File: src/rtl/mdm_pkg.sv
package mdm_pkg;

    localparam int BYTE_W  = 8;
    localparam int CTL_W   = 5;
    localparam int LINE_W  = 4;
    localparam int FLAG_W  = 4;
    localparam int PAD_W   = BYTE_W - CTL_W;

    // control byte, MSB first: loopback, out2, out1, rts, dtr
    typedef struct packed {
        logic loop;
        logic out2;
        logic out1;
        logic rts;
        logic dtr;
    } ctl_t;

    // status line nibble, MSB first: dcd, ri, dsr, cts
    typedef struct packed {
        logic dcd;
        logic ri;
        logic dsr;
        logic cts;
    } lines_t;

    // change flags, MSB first: dcd change, ri trailing edge, dsr change, cts change
    typedef struct packed {
        logic d_dcd;
        logic t_ri;
        logic d_dsr;
        logic d_cts;
    } flags_t;

    localparam lines_t IDLE_LINES = '{dcd: 1'b1, ri: 1'b0, dsr: 1'b1, cts: 1'b0};

    function automatic lines_t derive_lines(input ctl_t c);
        lines_t l;
        if (c.loop) begin
            l.cts = c.rts;
            l.dsr = c.dtr;
            l.ri  = c.out1;
            l.dcd = c.out2;
        end else begin
            l = IDLE_LINES;
        end
        return l;
    endfunction

    function automatic flags_t edge_flags(input lines_t was, input lines_t now);
        flags_t f;
        f.d_cts = was.cts ^ now.cts;
        f.d_dsr = was.dsr ^ now.dsr;
        f.d_dcd = was.dcd ^ now.dcd;
        f.t_ri  = was.ri & ~now.ri;
        return f;
    endfunction

endpackage

File: src/rtl/mdm_ctl_reg.sv
module mdm_ctl_reg
    import mdm_pkg::*;
(
    input  logic              clk,
    input  logic              rst,
    input  logic              wr,
    input  logic [BYTE_W-1:0] wdata,
    output ctl_t              ctl,
    output ctl_t              ctl_next
);
    ctl_t ctl_r;

    always_comb begin
        ctl_next = wr ? ctl_t'(wdata[CTL_W-1:0]) : ctl_r;
    end

    always_ff @(posedge clk) begin
        if (rst) ctl_r <= '0;
        else     ctl_r <= ctl_next;
    end

    assign ctl = ctl_r;

    a_r1_masked_store: assert property (@(posedge clk) disable iff (rst)
        wr |=> (ctl_r == ctl_t'($past(wdata[CTL_W-1:0]))));

    a_r1_hold: assert property (@(posedge clk) disable iff (rst)
        !wr |=> $stable(ctl_r));

endmodule

File: src/rtl/mdm_status.sv
module mdm_status
    import mdm_pkg::*;
(
    input  logic   clk,
    input  logic   rst,
    input  logic   wr,
    input  logic   rd,
    input  ctl_t   ctl_next,
    output lines_t lines,
    output flags_t flags
);
    lines_t lines_r;
    flags_t flags_r;
    lines_t lines_new;
    flags_t set_now;
    flags_t flags_kept;

    always_comb begin
        lines_new  = derive_lines(ctl_next);
        set_now    = wr ? edge_flags(lines_r, lines_new) : '0;
        flags_kept = rd ? '0 : flags_r;
    end

    always_ff @(posedge clk) begin
        if (rst) begin
            lines_r <= IDLE_LINES;
            flags_r <= '0;
        end else begin
            if (wr) lines_r <= lines_new;
            flags_r <= flags_kept | set_now;
        end
    end

    assign lines = lines_r;
    assign flags = flags_r;

    a_r6_sticky: assert property (@(posedge clk) disable iff (rst)
        !rd && !wr |=> $stable(flags_r));

    a_r8_read_clears: assert property (@(posedge clk) disable iff (rst)
        rd && !wr |=> (flags_r == '0));

    a_r5_trailing_ri: assert property (@(posedge clk) disable iff (rst)
        $rose(flags_r.t_ri) |-> ($past(wr) && $past(lines_r.ri) && !lines_r.ri));

    a_r9_new_flags_survive: assert property (@(posedge clk) disable iff (rst)
        (rd && wr && (lines_r.cts != lines_new.cts)) |=> flags_r.d_cts);

endmodule

File: src/rtl/modem_ctl_status.sv
module modem_ctl_status
    import mdm_pkg::*;
(
    input  logic              clk,
    input  logic              rst,
    input  logic              ctl_wr,
    input  logic [BYTE_W-1:0] ctl_wdata,
    input  logic              sts_rd,
    output logic [BYTE_W-1:0] ctl_q,
    output logic [BYTE_W-1:0] sts_q,
    output logic              delta_pend
);
    ctl_t   ctl_cur;
    ctl_t   ctl_nxt;
    lines_t lines;
    flags_t flags;

    mdm_ctl_reg u_ctl (
        .clk      (clk),
        .rst      (rst),
        .wr       (ctl_wr),
        .wdata    (ctl_wdata),
        .ctl      (ctl_cur),
        .ctl_next (ctl_nxt)
    );

    mdm_status u_sts (
        .clk      (clk),
        .rst      (rst),
        .wr       (ctl_wr),
        .rd       (sts_rd),
        .ctl_next (ctl_nxt),
        .lines    (lines),
        .flags    (flags)
    );

    assign ctl_q      = {{PAD_W{1'b0}}, ctl_cur};
    assign sts_q      = {lines, flags};
    assign delta_pend = |flags;

    a_r2_loop_map: assert property (@(posedge clk) disable iff (rst)
        ctl_cur.loop |-> (lines.cts == ctl_cur.rts && lines.dsr == ctl_cur.dtr &&
                          lines.ri == ctl_cur.out1 && lines.dcd == ctl_cur.out2));

    a_r3_idle_lines: assert property (@(posedge clk) disable iff (rst)
        !ctl_cur.loop |-> (sts_q[7:4] == 4'b1010));

    a_r1_upper_zero: assert property (@(posedge clk) disable iff (rst)
        ctl_q[7:5] == 3'b000);

endmodule

File: config.mk
export PLATFORM = sky130hd
export DESIGN_NAME = modem_ctl_status
export DESIGN_NICKNAME = d
export VERILOG_FILES = /design/src/rtl/mdm_pkg.sv /design/src/rtl/mdm_ctl_reg.sv /design/src/rtl/mdm_status.sv /design/src/rtl/modem_ctl_status.sv
export SDC_FILE = /design/constraint.sdc
export NUM_CORES = 1
export LEC_CHECK = 0
export BUFFER_PORTS_ARGS = -buffer_cell sky130_fd_sc_hd__buf_4
export CAP_MARGIN = 20
export CORE_MARGIN = 1.5
export CORE_UTILIZATION = 46
export CTS_BUF_LIST = sky130_fd_sc_hd__clkbuf_4 sky130_fd_sc_hd__clkbuf_8
export DETAILED_ROUTE_END_ITERATION = 10
export GPL_TIMING_DRIVEN = 0
export HOLD_SLACK_MARGIN = 0.05
export PLACE_DENSITY = 0.83
export SETUP_SLACK_MARGIN = 0.05
export SYNTH_ARGS = -nofsm -noshare
export SYNTH_HDL_FRONTEND = slang
export SYNTH_SLANG_ARGS = --single-unit
export TNS_END_PERCENT = 20
File: constraint.sdc
create_clock -name clk -period 1 [get_ports clk]
set_clock_uncertainty 0.05 [all_clocks]
set_input_delay 0 -clock clk [delete_from_list [all_inputs] [get_ports clk]]
set_output_delay 0 -clock clk [all_outputs]
set_load 0.005 [all_outputs]
==> metrics.yaml, run 1 <==
timing:
  setup_viol: 1
  setup_slack_ns: -0.305
  fin_crit_sh_pct: 131
  timing.final.max_slew_violations: 0
  max_freq_mhz: 766
  rsz0062_at_grt: "true"
  fin_crit_ns: 1.31
  setup_tns_ns: -0.305
  hold_viol_final: 0
floorplanning:
  die_x_um: 39.7
  num_rows: 13
  start_util_pct: 48.2
  ios: 29
  dieHeight_um: 39.7
  fp.dieArea_um2: 1580
  core_area_um2: 1280
cts:
  cts_root_buffer: "clkbuf_4"
  clk_pin_slew_ns: 0.08
  clock_latency_ns: 0.27
  numCtsBuffers: 3
  cts_tree: "yes"
  htreeDepth: 1
  clockBufferDepth: 2
  clock-sinks: 13
outcome:
  status: "finished, violations left"
  failed_checks: "negative setup slack"
global_route:
  grt_pass1_wl_um: 2130
  grt_antenna_before_repair: 0
  grt_start_max_net_pins: 11
  grt_pass1_vias: 502
  track_usage_pct: 21.2
  grt_overflow: 0
critical_path:
  crit_chain: "or4_4 > buf_6"
  path_delay_family: "simple AND/OR/NAND/NOR gates"
  critical_path_buf_inv_count: 1
  cpMaxStageDelayCell: "or4_4"
  arrival_ns: 1.26
  crit_type: "register to output pin"
  required_ns: 0.95
  endpoint_kind: "output pin"
  critPathLaunchType: "register"
  critical_path.max_stage_delay_ns: 0.52
  crit_fanout: 3
route:
  drc_errors: 0
  first_pass_iters: 4
  vias: 547
  wl_per_cell_um: 12.3
  viasPerCell: 4.88
  final_antenna_net_count: 0
  drt-initial-drc-count: 9
  wirelength_um: 1380
logic_synthesis:
  synthDistinctLibCells: 21
  avgSynthCellArea_um2: 10.3
  synthesis.area_um2: 619
  syn_inst: 60
  ys_warn_count: 0
  synth-seq-cells: 13
  seq_area_frac_synth_pct: 42.0
job:
  maxCapViolations: 0
finish:
  seqCellArea_um2: 263
  design_area_um2: 948
  finalNetCount: 110
  multi_input_area_um2: 304
  areaGrowthSynthToFinish_pct: 53.1
  diodes: 0
  fill_cells: 88
  drive_gt1_share_pct: 43.3
  post-route-util_pct: 73.8
pwr:
  vdd_drop_max_v: 0.000925
  finalPower_uw: 1170
  power_density_nw_per_um2: 1240
  leakage_uw: 0.000442
placed_design:
  pre_cts_ws_ns: -0.0112
  dp_hpwl_um: 857
  dpl-instance-area_um2: 796
  gp_congestion: 0.744
  portBuffers: 20
min_path:
  hold_path.class: "input pin to register"
==> state kept, by name, summed over array words and instances (netlist names) <==
signal / flops
u_sts.lines: 4
u_ctl.ctl: 5
u_sts.flags: 4
==> worst paths after layout <==
check	startpoint	slack, ns	cells past startpoint	end
max	u_sts.flags[2]	-0.31	2	delta_pend
min	ctl_wdata[0]	0.05	3	u_sts.lines[1]
max reg2reg	u_sts.lines[3]	0.11	2	u_sts.lines[3]
min reg2reg	u_ctl.ctl[3]	0.45	2	u_ctl.ctl[3]
==> metrics by stage <==
stage	instances	hold WS [ns]
CTS	112	0.0442
global route	112	0.0598
finish	112	0.0507
detailed placement	97	0.158
global placement	97	0.157
floorplan	62	0.0293
==> layout by cell type (no fill, tap or decap), drive strengths merged <==
cell type | netlist | final
nor2 | 7 | 7
mux2i | 5 | 5
a21oi | 2 | 2
dlymetal6s4s | 0 | 2
dfxtp | 13 | 13
conb | 1 | 3
buf | 7 | 28
or4 | 1 | 1
a31oi | 3 | 3
nor2b | 3 | 3
nor3 | 1 | 1
a211o | 2 | 2
a21boi | 1 | 1
nand2b | 6 | 6
nand3 | 2 | 2
nand3b | 2 | 2
clkbuf | 0 | 4
nand4b | 3 | 3
dlygate4sd3 | 0 | 8
nand2 | 1 | 1
==> cell usage after synthesis (all sizes together) <==
library cell / n / area [µm²]
dfxtp: 13 / 260
buf: 7 / 66.3
nor2: 7 / 26.3
nand2b: 6 / 37.5
mux2i: 5 / 50.1
a31oi: 3 / 37.5
nand4b: 3 / 26.3
nor2b: 3 / 18.8
a211o: 2 / 17.5
a21oi: 2 / 10.0
nand3: 2 / 15.0
nand3b: 2 / 22.5
a21boi: 1 / 11.3
conb: 1 / 3.75
nand2: 1 / 3.75
nor3: 1 / 5.00
or4: 1 / 7.51
==> final cells by class <==
cell class,count,area share [%]
Sequential cell,13,27.7
Multi-Input combinational cell,42,32.1
Tap cell,15,1.98
Buffer,7,6.99
Clock buffer,4,3.17
Timing Repair Buffer,31,28.1
==> repair_timing <==
item                                    in CTS  in global routing
endpoints found under the setup margin       1                 14
resized for setup                            1                  5
hold buffers                                10                  0
pin swaps                                    0                  1
hold endpoints to repair                    13                  0
setup buffers                                1                  0
==> worst register-to-register path, cell delays in order, from the launching register on <==
cell     delay (ns)
dfxtp_1        0.34
nor2b_1        0.13
a211o_1        0.26
==> where the power goes <==
group	switching [µW]	total (µW)	internal [µW]
logic	93.7	253	159
registers	19.6	567	547
clock network	170	352	182
==> per-layer routing <==
metal	global-route usage [%]	up-vias	routed length, µm
met5	0	-	0
met4	10.3	0	0
met3	5.11	0	51
met2	35.7	16	705
met1	24.6	256	618
li1	-	275	-
==> cells by family after synthesis <==
family | count (synthesis) | share of synthesized area [%]
flip-flops | 13 | 42.0
other | 1 | 0.605
AND/OR/NAND/NOR | 26 | 26.3
multiplexers | 5 | 8.08
buffers and inverters | 7 | 10.7
AO/OA/AOI/OAI | 8 | 12.3
No activity file was read; power rests on OpenSTA's default activity.
==> run 2: changes to the inputs <==
- CORE_UTILIZATION: 46 -> 40
- PLACE_DENSITY: 0.83 -> 0.74
==> metrics.yaml, run 2 (synthesis gave the netlist of run 1 again) <==
timing:
  setup_tns_ns: -0.326
  fin_crit_sh_pct: 130
  timing.final.max_slew_violations: 0
  setup_slack_ns: -0.303
  setup_viol: 2
  hold_viol_final: 0
  max_freq_mhz: 767
  rsz0062_at_grt: "true"
  fin_crit_ns: 1.30
finish:
  diodes: 0
  post-route-util_pct: 64.6
  final_common_cell: "buf_4"
  fill_cells: 128
  areaGrowthSynthToFinish_pct: 53.5
  seqCellArea_um2: 262
  design_area_um2: 951
  multi_input_area_um2: 315
  finalNetCount: 110
  largest_register_ff_count: 5
  drive_gt1_share_pct: 44.3
  layout_common_cells: "buf_4 (26), dfxtp_1 (12), dlygate4sd3_1 (8), nor2_1 (7), mux2i_1 (5)"
critical_path:
  crit_fanout: 2
  arrival_ns: 1.25
  worstSetupStartpoint: "u_sts.flags[1]"
  critPathLaunchType: "register"
  rrSetupSlack_ns: 0.10
  endpoint_kind: "output pin"
  required_ns: 0.95
  crit_type: "register to output pin"
  r2r-start: "u_sts.lines[1]"
  r2r_end: "u_sts.lines[1]"
  reg2reg_depth: 2
  worstSetupEndpoint: "delta_pend"
cts:
  clock-sinks: 13
  cts_root_buffer: "clkbuf_4"
  clockBufferDepth: 2
  htreeDepth: 1
  clk_pin_slew_ns: 0.08
  numCtsBuffers: 3
  cts_tree: "yes"
  clock_latency_ns: 0.28
floorplanning:
  fp.dieArea_um2: 1790
  dieHeight_um: 42.4
  ios: 29
  num_rows: 14
  core_area_um2: 1470
  start_util_pct: 42.1
  die_x_um: 42.4
route:
  vias: 548
  wirelength_um: 1430
  drt-initial-drc-count: 8
  viasPerCell: 4.85
  first_pass_iters: 4
  drc_errors: 0
  wl_per_cell_um: 12.6
  final_antenna_net_count: 0
placed_design:
  portBuffers: 20
  pre_cts_ws_ns: -0.00416
  gp_congestion: 0.684
  dp_hpwl_um: 930
  dpl-instance-area_um2: 797
pwr:
  power_density_nw_per_um2: 1240
  vdd_drop_max_v: 0.000722
  leakage_uw: 0.000444
global_route:
  grt_overflow: 0
  grt_pass1_wl_um: 2380
  grt_pass1_vias: 520
  track_usage_pct: 18.7
  grt_start_max_net_pins: 11
  grt_antenna_before_repair: 0
outcome:
  status: "finished, violations left"
  failed_checks: "negative setup slack"
job:
  maxCapViolations: 0
min_path:
  hold_path.class: "input pin to register"
-- run 2: cell count changes in the layout (fill, tap and decap cells not counted), sizes merged --
cell / previous run / this run
dlymetal6s4s: 2 / 1
buf: 28 / 29
-- run 2: layout make-up --
class	instances	share of cell area (%)
flip-flops and latches	13	27.5
multi-input cells	42	33.2
well taps	16	2.11
repair buffers	31	27.1
clock buffers	4	3.16
plain buffers	7	6.97
-- run 2: how the worst min path moves through the flow --
stage                             from              to  slack, ns  cells past startpoint
after floorplan                    rst  u_sts.lines[2]       0.03                      1
after global placement             rst  u_sts.lines[2]       0.15                      2
after detailed placement           rst  u_sts.lines[2]       0.16                      2
after CTS                 ctl_wdata[4]  u_sts.flags[0]       0.05                      3
after global routing      ctl_wdata[4]  u_sts.lines[1]       0.04                      3
final                     ctl_wdata[4]  u_sts.lines[3]       0.04                      3
-- run 2: repair_timing --
action	4_1_cts	5_1_grt
hold buffers	9	3
gates resized for setup	1	4
gates cloned	0	0
setup endpoints to repair	1	12
setup buffers	1	0
pin swaps	0	0
endpoints found under the hold margin	13	6
-- run 2: worst max-delay path, stage by stage, from the launching register on --
cell and delay (ns):
dfxtp_2 0.32, or4_1 0.50, buf_4 0.15
-- run 2: stage by stage --
step / power [µW] / cells / hold WS, ns
CTS: 1180 / 112 / 0.0509
global placement: 779 / 98 / 0.155
detailed placement: 785 / 98 / 0.164
global route: 1240 / 113 / 0.0393
finish: 1180 / 113 / 0.0360
floorplan: 691 / 62 / 0.0293
-- run 2: report_power, final --
group	total (µW)	switching, µW	internal, µW
registers	566	19.0	547
clock network	363	180	182
logic	249	94.5	155
-- run 2: layer usage --
layer	track usage, %	wire length (µm)
met1	20.2	542
met3	3.88	69
met5	0	0
met2	32.0	766
met4	13.1	46
